### src/rtl/txg_pkg.sv
`timescale 1ns/1ps
// txg_pkg: shared types and field geometry for the transmit pre-fill gate.
// Assumes a 32-bit control word whose field positions are decoded by software.
package txg_pkg;
    localparam int OVH_W      = 8;
    localparam int HEALTH_W   = 5;
    localparam int THR_W      = 6;
    localparam int OVH_LSB    = 0;
    localparam int HEALTH_LSB = 8;
    localparam int THR_LSB    = 16;
    localparam int HEALTH_MAX = (1 << HEALTH_W) - 1;
    localparam int THR_MIN    = 2;
    localparam int THR_RESET  = 2;

    typedef enum logic {
        TXG_IDLE = 1'b0,
        TXG_FILL = 1'b1
    } txg_state_e;
endpackage

### src/rtl/txg_regs.sv
`timescale 1ns/1ps
// txg_regs: control/status word holding overhead, burst threshold and the
// saturating back-off count. Assumes bo_evt marks the edge at which a
// back-off is decided; a write at that same edge takes priority.
module txg_regs
    import txg_pkg::*;
(
    input  logic                clk,
    input  logic                rst_n,
    input  logic                wr_en,
    input  logic [31:0]         wr_data,
    input  logic                bo_evt,
    output logic [OVH_W-1:0]    ovh_o,
    output logic [THR_W-1:0]    thr_o,
    output logic [31:0]         rd_data
);
    logic [HEALTH_W-1:0] health_q;

    // Overhead and threshold: loaded on every write.
    always_ff @(posedge clk) begin
        if (!rst_n) begin
            ovh_o <= '0;
            thr_o <= THR_W'(THR_RESET);
        end else if (wr_en) begin
            ovh_o <= wr_data[OVH_LSB +: OVH_W];
            thr_o <= wr_data[THR_LSB +: THR_W];
        end
    end

    // Back-off count: cleared by any write, else saturating increment.
    always_ff @(posedge clk) begin
        if (!rst_n) begin
            health_q <= '0;
        end else if (wr_en) begin
            health_q <= '0;
        end else if (bo_evt && (health_q != HEALTH_W'(HEALTH_MAX))) begin
            health_q <= health_q + 1'b1;
        end
    end

    // Read word assembly; unused bits stay zero.
    always_comb begin
        rd_data = '0;
        rd_data[OVH_LSB +: OVH_W]       = ovh_o;
        rd_data[HEALTH_LSB +: HEALTH_W] = health_q;
        rd_data[THR_LSB +: THR_W]       = thr_o;
    end
endmodule

### src/rtl/txg_budget.sv
`timescale 1ns/1ps
// txg_budget: decides whether the frame time left covers the packet estimate
// plus the speed-scaled overhead. Assumes both times use the same tick unit.
module txg_budget
    import txg_pkg::*;
#(
    parameter int TICK_W  = 16,
    parameter int MULT_W  = 8,
    parameter int HS_MULT = 2,
    parameter int FS_MULT = 10
) (
    input  logic [TICK_W-1:0] frame_left,
    input  logic [TICK_W-1:0] pkt_est,
    input  logic [OVH_W-1:0]  ovh,
    input  logic              speed_hs,
    output logic              fits
);
    localparam int PROD_W = OVH_W + MULT_W;
    localparam int NEED_W = ((TICK_W > PROD_W) ? TICK_W : PROD_W) + 1;

    logic [MULT_W-1:0] mult;
    logic [NEED_W-1:0] need;

    // Per-speed multiplier selection.
    always_comb mult = speed_hs ? MULT_W'(HS_MULT) : MULT_W'(FS_MULT);

    // Budget = estimate + overhead in ticks; compare with the time left.
    always_comb begin
        need = NEED_W'(pkt_est) + (NEED_W'(ovh) * NEED_W'(mult));
        fits = (NEED_W'(frame_left) >= need);
    end
endmodule

### src/rtl/txg_fsm.sv
`timescale 1ns/1ps
// txg_fsm: admission, burst counting and release/abort control. Assumes
// burst_posted is high for one cycle per burst and fits is re-evaluated
// every cycle. Output pulses are registered.
module txg_fsm
    import txg_pkg::*;
(
    input  logic             clk,
    input  logic             rst_n,
    input  logic             req,
    input  logic             fits,
    input  logic             stream_off,
    input  logic             burst,
    input  logic [THR_W-1:0] thr,
    output logic             start_packet,
    output logic             backoff,
    output logic             fifo_flush,
    output logic             bo_evt
);
    txg_state_e       state_q, state_d;
    logic [THR_W-1:0] cnt_q, cnt_d;
    logic [THR_W:0]   cnt_inc;
    logic [THR_W-1:0] eff_thr;
    logic             go;

    // Threshold clamp: values below the minimum act as the minimum.
    always_comb eff_thr = (thr < THR_W'(THR_MIN)) ? THR_W'(THR_MIN) : thr;

    // Burst count including this cycle's burst.
    always_comb cnt_inc = {1'b0, cnt_q} + {{THR_W{1'b0}}, burst};

    // Next-state decision; the time check outranks release.
    always_comb begin
        state_d = state_q;
        cnt_d   = cnt_q;
        go      = 1'b0;
        bo_evt  = 1'b0;
        unique case (state_q)
            TXG_IDLE: begin
                cnt_d = '0;
                if (req && fits) begin
                    if (stream_off) go = 1'b1;
                    else            state_d = TXG_FILL;
                end
            end
            TXG_FILL: begin
                if (!fits) begin
                    bo_evt  = 1'b1;
                    state_d = TXG_IDLE;
                end else if (stream_off || (cnt_inc >= {1'b0, eff_thr})) begin
                    go      = 1'b1;
                    state_d = TXG_IDLE;
                end else begin
                    cnt_d = cnt_inc[THR_W-1:0];
                end
            end
            default: state_d = TXG_IDLE;
        endcase
    end

    // State, counter and registered output pulses.
    always_ff @(posedge clk) begin
        if (!rst_n) begin
            state_q      <= TXG_IDLE;
            cnt_q        <= '0;
            start_packet <= 1'b0;
            backoff      <= 1'b0;
            fifo_flush   <= 1'b0;
        end else begin
            state_q      <= state_d;
            cnt_q        <= cnt_d;
            start_packet <= go;
            backoff      <= bo_evt;
            fifo_flush   <= bo_evt;
        end
    end
endmodule

### src/rtl/usb_txfill_gate.sv
`timescale 1ns/1ps
// usb_txfill_gate: gates the start of a host transmit packet on a frame-time
// budget and a buffered-burst threshold, aborting with a flush and a counted
// back-off when time runs short. Assumes synchronous inputs in one clock domain.
module usb_txfill_gate
    import txg_pkg::*;
#(
    parameter int TICK_W  = 16,
    parameter int MULT_W  = 8,
    parameter int HS_MULT = 2,
    parameter int FS_MULT = 10
) (
    input  logic              clk,
    input  logic              rst_n,
    input  logic              cfg_wr_en,
    input  logic [31:0]       cfg_wr_data,
    output logic [31:0]       cfg_rd_data,
    input  logic              speed_hs,
    input  logic              stream_off,
    input  logic              pkt_req,
    input  logic [TICK_W-1:0] frame_left,
    input  logic [TICK_W-1:0] pkt_est,
    input  logic              burst_posted,
    output logic              start_packet,
    output logic              backoff,
    output logic              fifo_flush
);
    logic [OVH_W-1:0] ovh;
    logic [THR_W-1:0] thr;
    logic             fits;
    logic             bo_evt;

    txg_regs regs_i (
        .clk     (clk),
        .rst_n   (rst_n),
        .wr_en   (cfg_wr_en),
        .wr_data (cfg_wr_data),
        .bo_evt  (bo_evt),
        .ovh_o   (ovh),
        .thr_o   (thr),
        .rd_data (cfg_rd_data)
    );

    txg_budget #(
        .TICK_W  (TICK_W),
        .MULT_W  (MULT_W),
        .HS_MULT (HS_MULT),
        .FS_MULT (FS_MULT)
    ) budget_i (
        .frame_left (frame_left),
        .pkt_est    (pkt_est),
        .ovh        (ovh),
        .speed_hs   (speed_hs),
        .fits       (fits)
    );

    txg_fsm fsm_i (
        .clk          (clk),
        .rst_n        (rst_n),
        .req          (pkt_req),
        .fits         (fits),
        .stream_off   (stream_off),
        .burst        (burst_posted),
        .thr          (thr),
        .start_packet (start_packet),
        .backoff      (backoff),
        .fifo_flush   (fifo_flush),
        .bo_evt       (bo_evt)
    );
endmodule

### config.mk
export PLATFORM = sky130hd
export DESIGN_NAME = usb_txfill_gate
export DESIGN_NICKNAME = d
export VERILOG_FILES = /design/src/rtl/txg_pkg.sv /design/src/rtl/txg_regs.sv /design/src/rtl/txg_budget.sv /design/src/rtl/txg_fsm.sv /design/src/rtl/usb_txfill_gate.sv
export SDC_FILE = /design/constraint.sdc
export NUM_CORES = 1
export LEC_CHECK = 0
export BUFFER_PORTS_ARGS = -buffer_cell sky130_fd_sc_hd__buf_2
export CORE_MARGIN = 5
export CORE_UTILIZATION = 47
export CTS_BUF_LIST = sky130_fd_sc_hd__clkbuf_4 sky130_fd_sc_hd__clkbuf_8
export DETAILED_ROUTE_END_ITERATION = 10
export PLACE_DENSITY = 0.83
export SLEW_MARGIN = 20
export SYNTH_ARGS = -nofsm -noshare
export SYNTH_HDL_FRONTEND = slang
export SYNTH_SLANG_ARGS = --single-unit
### constraint.sdc
create_clock -name clk -period 4.8 [get_ports clk]
set_input_delay 0.72 -clock clk [delete_from_list [all_inputs] [get_ports clk]]
set_output_delay 0.72 -clock clk [all_outputs]
set_load 0.02 [all_outputs]
==> results.json <==
{
  "crit_path_start_kind": "primary input",
  "yosysMostFrequentCell": "ha_1",
  "synthAdderAreaFrac_pct": 28.1,
  "io_buffers": 74,
  "critPathMaxFanout": 6,
  "cts_buffers": 3,
  "grt_max_degree": 20,
  "synthArstFlopShare_pct": 0,
  "area_delta_synth_final_pct": 30.8,
  "ys_types": 44,
  "cp_cell_sequence": "buf_8 > nor2b_1 > ha_1 > ha_1 > inv_2 > fa_1 > inv_2 > ha_4 > o21a_1 > o21a_1 > a311o_1 > a21oi_2 > nor2b_2 > xnor2_1 > ha_1 > a21o_1 > a211o_1 > a211oi_2 > o31a_1 > o31ai_4 > or3_1 > a21boi_1",
  "violations": "negative setup slack",
  "synth.top_cells.by_area": "ha_1 23%, dfxtp_1 20%, mux2i_1 5.7%, inv_1 5.3%, nor2b_1 5.3%",
  "cpLargestDelayFamily": "compound AO/OA/AOI/OAI gates",
  "rows": 28,
  "wl_per_cell_um": 13.1,
  "critical_path_class": "in -> reg",
  "core_area_mm2": 0.00585,
  "die_area_mm2": 0.00763,
  "crit_top_cell": "ha_1",
  "grt_pass1_vias": 2614,
  "clock_sinks": 28,
  "gp_congestion": 0.839,
  "placed_cells": 500,
  "yosysWarningCount": 0,
  "yosys-top-cells-count": "52 x ha_1, 40 x inv_1, 28 x dfxtp_1, 24 x nor2b_1, 17 x nor2_1",
  "ctsHoldBuffers": 0,
  "synth.yosys.seq_area_share_pct": 19.9,
  "nets": 569,
  "path_buf_inv": 3,
  "syn_inst": 324,
  "crit_required_ns": 5.01,
  "cts_htree_levels": 1,
  "routed_wirelength_um": 6700,
  "drt_iter0_markers": 90,
  "synth_top_family_by_area": "adder cells",
  "muxShareOfSynthArea_pct": 5.70,
  "irDropWorstVdd_uv": 161,
  "fin_cells": 513,
  "path_clk_slew_ns": 0.09,
  "die_h_um": 87.3,
  "setup_viol": 13,
  "synth_top_area_share_pct": 23.2,
  "overflow": 0,
  "ant_nets": 0,
  "synth-xor-area-share_pct": 5.30,
  "min_path_type": "reg -> reg",
  "arrival_ns": 5.22,
  "dpl.hpwl_um": 5660,
  "antenna_cells": 0,
  "max_freq_mhz": 200,
  "gr-usage-all-layers_pct": 17.1,
  "final.setup.worst_slack_ns": -0.205,
  "hold_ws_ns": 0.502,
  "period_minus_slack_ns": 5.00,
  "finalCritPeriodShare_pct": 104,
  "report.final.slew_viol_count": 0,
  "antenna_found_initial": 0,
  "via_per_inst": 5.03,
  "fp.dieW_um": 87.3,
  "powerDensity_mw_per_mm2": 212,
  "synth_seq_cells": 28,
  "status": "finished with violations",
  "maxCapViolations": 0,
  "hold_viol_final": 0,
  "synth_edf_count": 0,
  "start_util_pct": 48.0,
  "rsz0062_at_grt": "true",
  "synth_top_area_cell": "ha_1",
  "cp_slowest_stage_delay_ns": 0.52,
  "grt_pass1_wl_um": 10600,
  "vias": 2579,
  "power_leakage_nw": 1.94,
  "drive_gt1_share_pct": 32.9,
  "syn_avg_cell_area_um2": 8.67,
  "io_pins": 106,
  "drt_pass1_iterations": 4,
  "slowest_stage": "fa_1",
  "synthSimpleGateAreaFrac_pct": 17.4,
  "cts_tree": "done",
  "synth_area_mm2": 0.00281,
  "synth-compound-area-share_pct": 13.7,
  "drc": 0,
  "skew_ns": 0.00847,
  "dominantRegCellSynth": "dfxtp_1",
  "root_buffer": "clkbuf_8",
  "end_kind": "register",
  "clk_latency_ns": 0.28,
  "cts_max_path_buffers": 2
}
==> layout by cell type, fill, tap and decap left out, drive strengths merged, types with 13 or more instances in the layout <==
| master | n |
|---|---|
| conb | 13 |
| nor2b | 24 |
| mux2i | 16 |
| inv | 40 |
| ha | 52 |
| nand2 | 14 |
| nand3 | 14 |
| nor2 | 17 |
| dfxtp | 28 |
| buf | 117 |
| a21oi | 17 |
==> worst paths after layout <==
kind	end	from	cells past startpoint	slack, ns
worst min register to register	regs_i.health_q[4]$_SDFFE_PP0P_	regs_i.health_q[4]$_SDFFE_PP0P_	2	0.50
worst max register to register	regs_i.health_q[2]$_SDFFE_PP0P_	regs_i.ovh_o[4]$_SDFFE_PN0P_	21	-0.08
worst max-delay path	regs_i.health_q[2]$_SDFFE_PP0P_	speed_hs	22	-0.20
worst min-delay path	regs_i.health_q[4]$_SDFFE_PP0P_	regs_i.health_q[4]$_SDFFE_PP0P_	2	0.50
==> logic make-up (layout without fill, tap and decap cells) <==
family	Yosys count	in the layout
mux	16	16
simple gates	89	89
xor+xnor	17	17
flops	28	28
other cells	1	13
buf+inv	59	161
compound gates	55	55
fa+ha+maj	59	59
==> flip-flops by register name, indices dropped and copies added (netlist names) <==
register            cells
regs_i.thr_o            6
fsm_i.cnt_q             6
fsm_i.backoff           1
fsm_i.start_packet      1
regs_i.ovh_o            8
fsm_i.state_q           1
regs_i.health_q         5
==> routing by layer <==
metal / share of wire (%) / GRT usage (%) / up-vias
li1: - / - / 1312
met1: 39 / 18.2 / 1189
met2: 53 / 33.6 / 62
met3: 5.8 / 3.41 / 16
met4: 2.1 / 4.18 / 0
met5: 0 / 0 / -
==> worst reg2reg max path, delay by kind of cell (launching register included) <==
family                     cells  cell delay, ns
and+or+nand+nor                4            0.73
AOI/OAI and AO/OA              9            1.92
adders and majority gates      5            1.51
DFF                            1            0.40
buffers and inverters          2            0.12
xor gates and xnor gates       1            0.13
==> where the power goes <==
group,internal (mW),leakage [nW],switching (mW)
logic,0.171,1.67,0.172
clock network,0.112,0.0357,0.0774
registers,0.240,0.229,0.00724
total,0.523,1.94,0.256
==> stage by stage <==
stage	power (mW)	worst slack [ns]	setup TNS, ns	util [%]	instance area [µm²]
finish	0.780	-0.205	-1.50	62.8	3670
floorplan	0.464	-0.0418	-0.149	-	2890
global route	0.832	-0.359	-3.39	62.8	3670
detailed placement	0.579	-0.556	-5.98	59.6	3480
global placement	0.563	-0.353	-3.40	59.6	3480
CTS	0.779	-0.151	-0.752	62.0	3630
==> layout make-up <==
type / count / area (µm²)
Inverter: 40 / 150
Multi-Input combinational cell: 249 / 2090
Fill cell: 496 / 2180
Clock buffer: 3 / 41.3
Timing Repair Buffer: 117 / 707
Clock inverter: 1 / 30.0
Sequential cell: 28 / 561
Tap cell: 75 / 93.8
==> timing repair <==
action,in CTS,in global routing
gates resized for setup,10,9
buffers inserted,8,2
endpoints found under the setup margin,11,14
pin swaps,3,5
No activity file was read; power rests on OpenSTA's default activity.
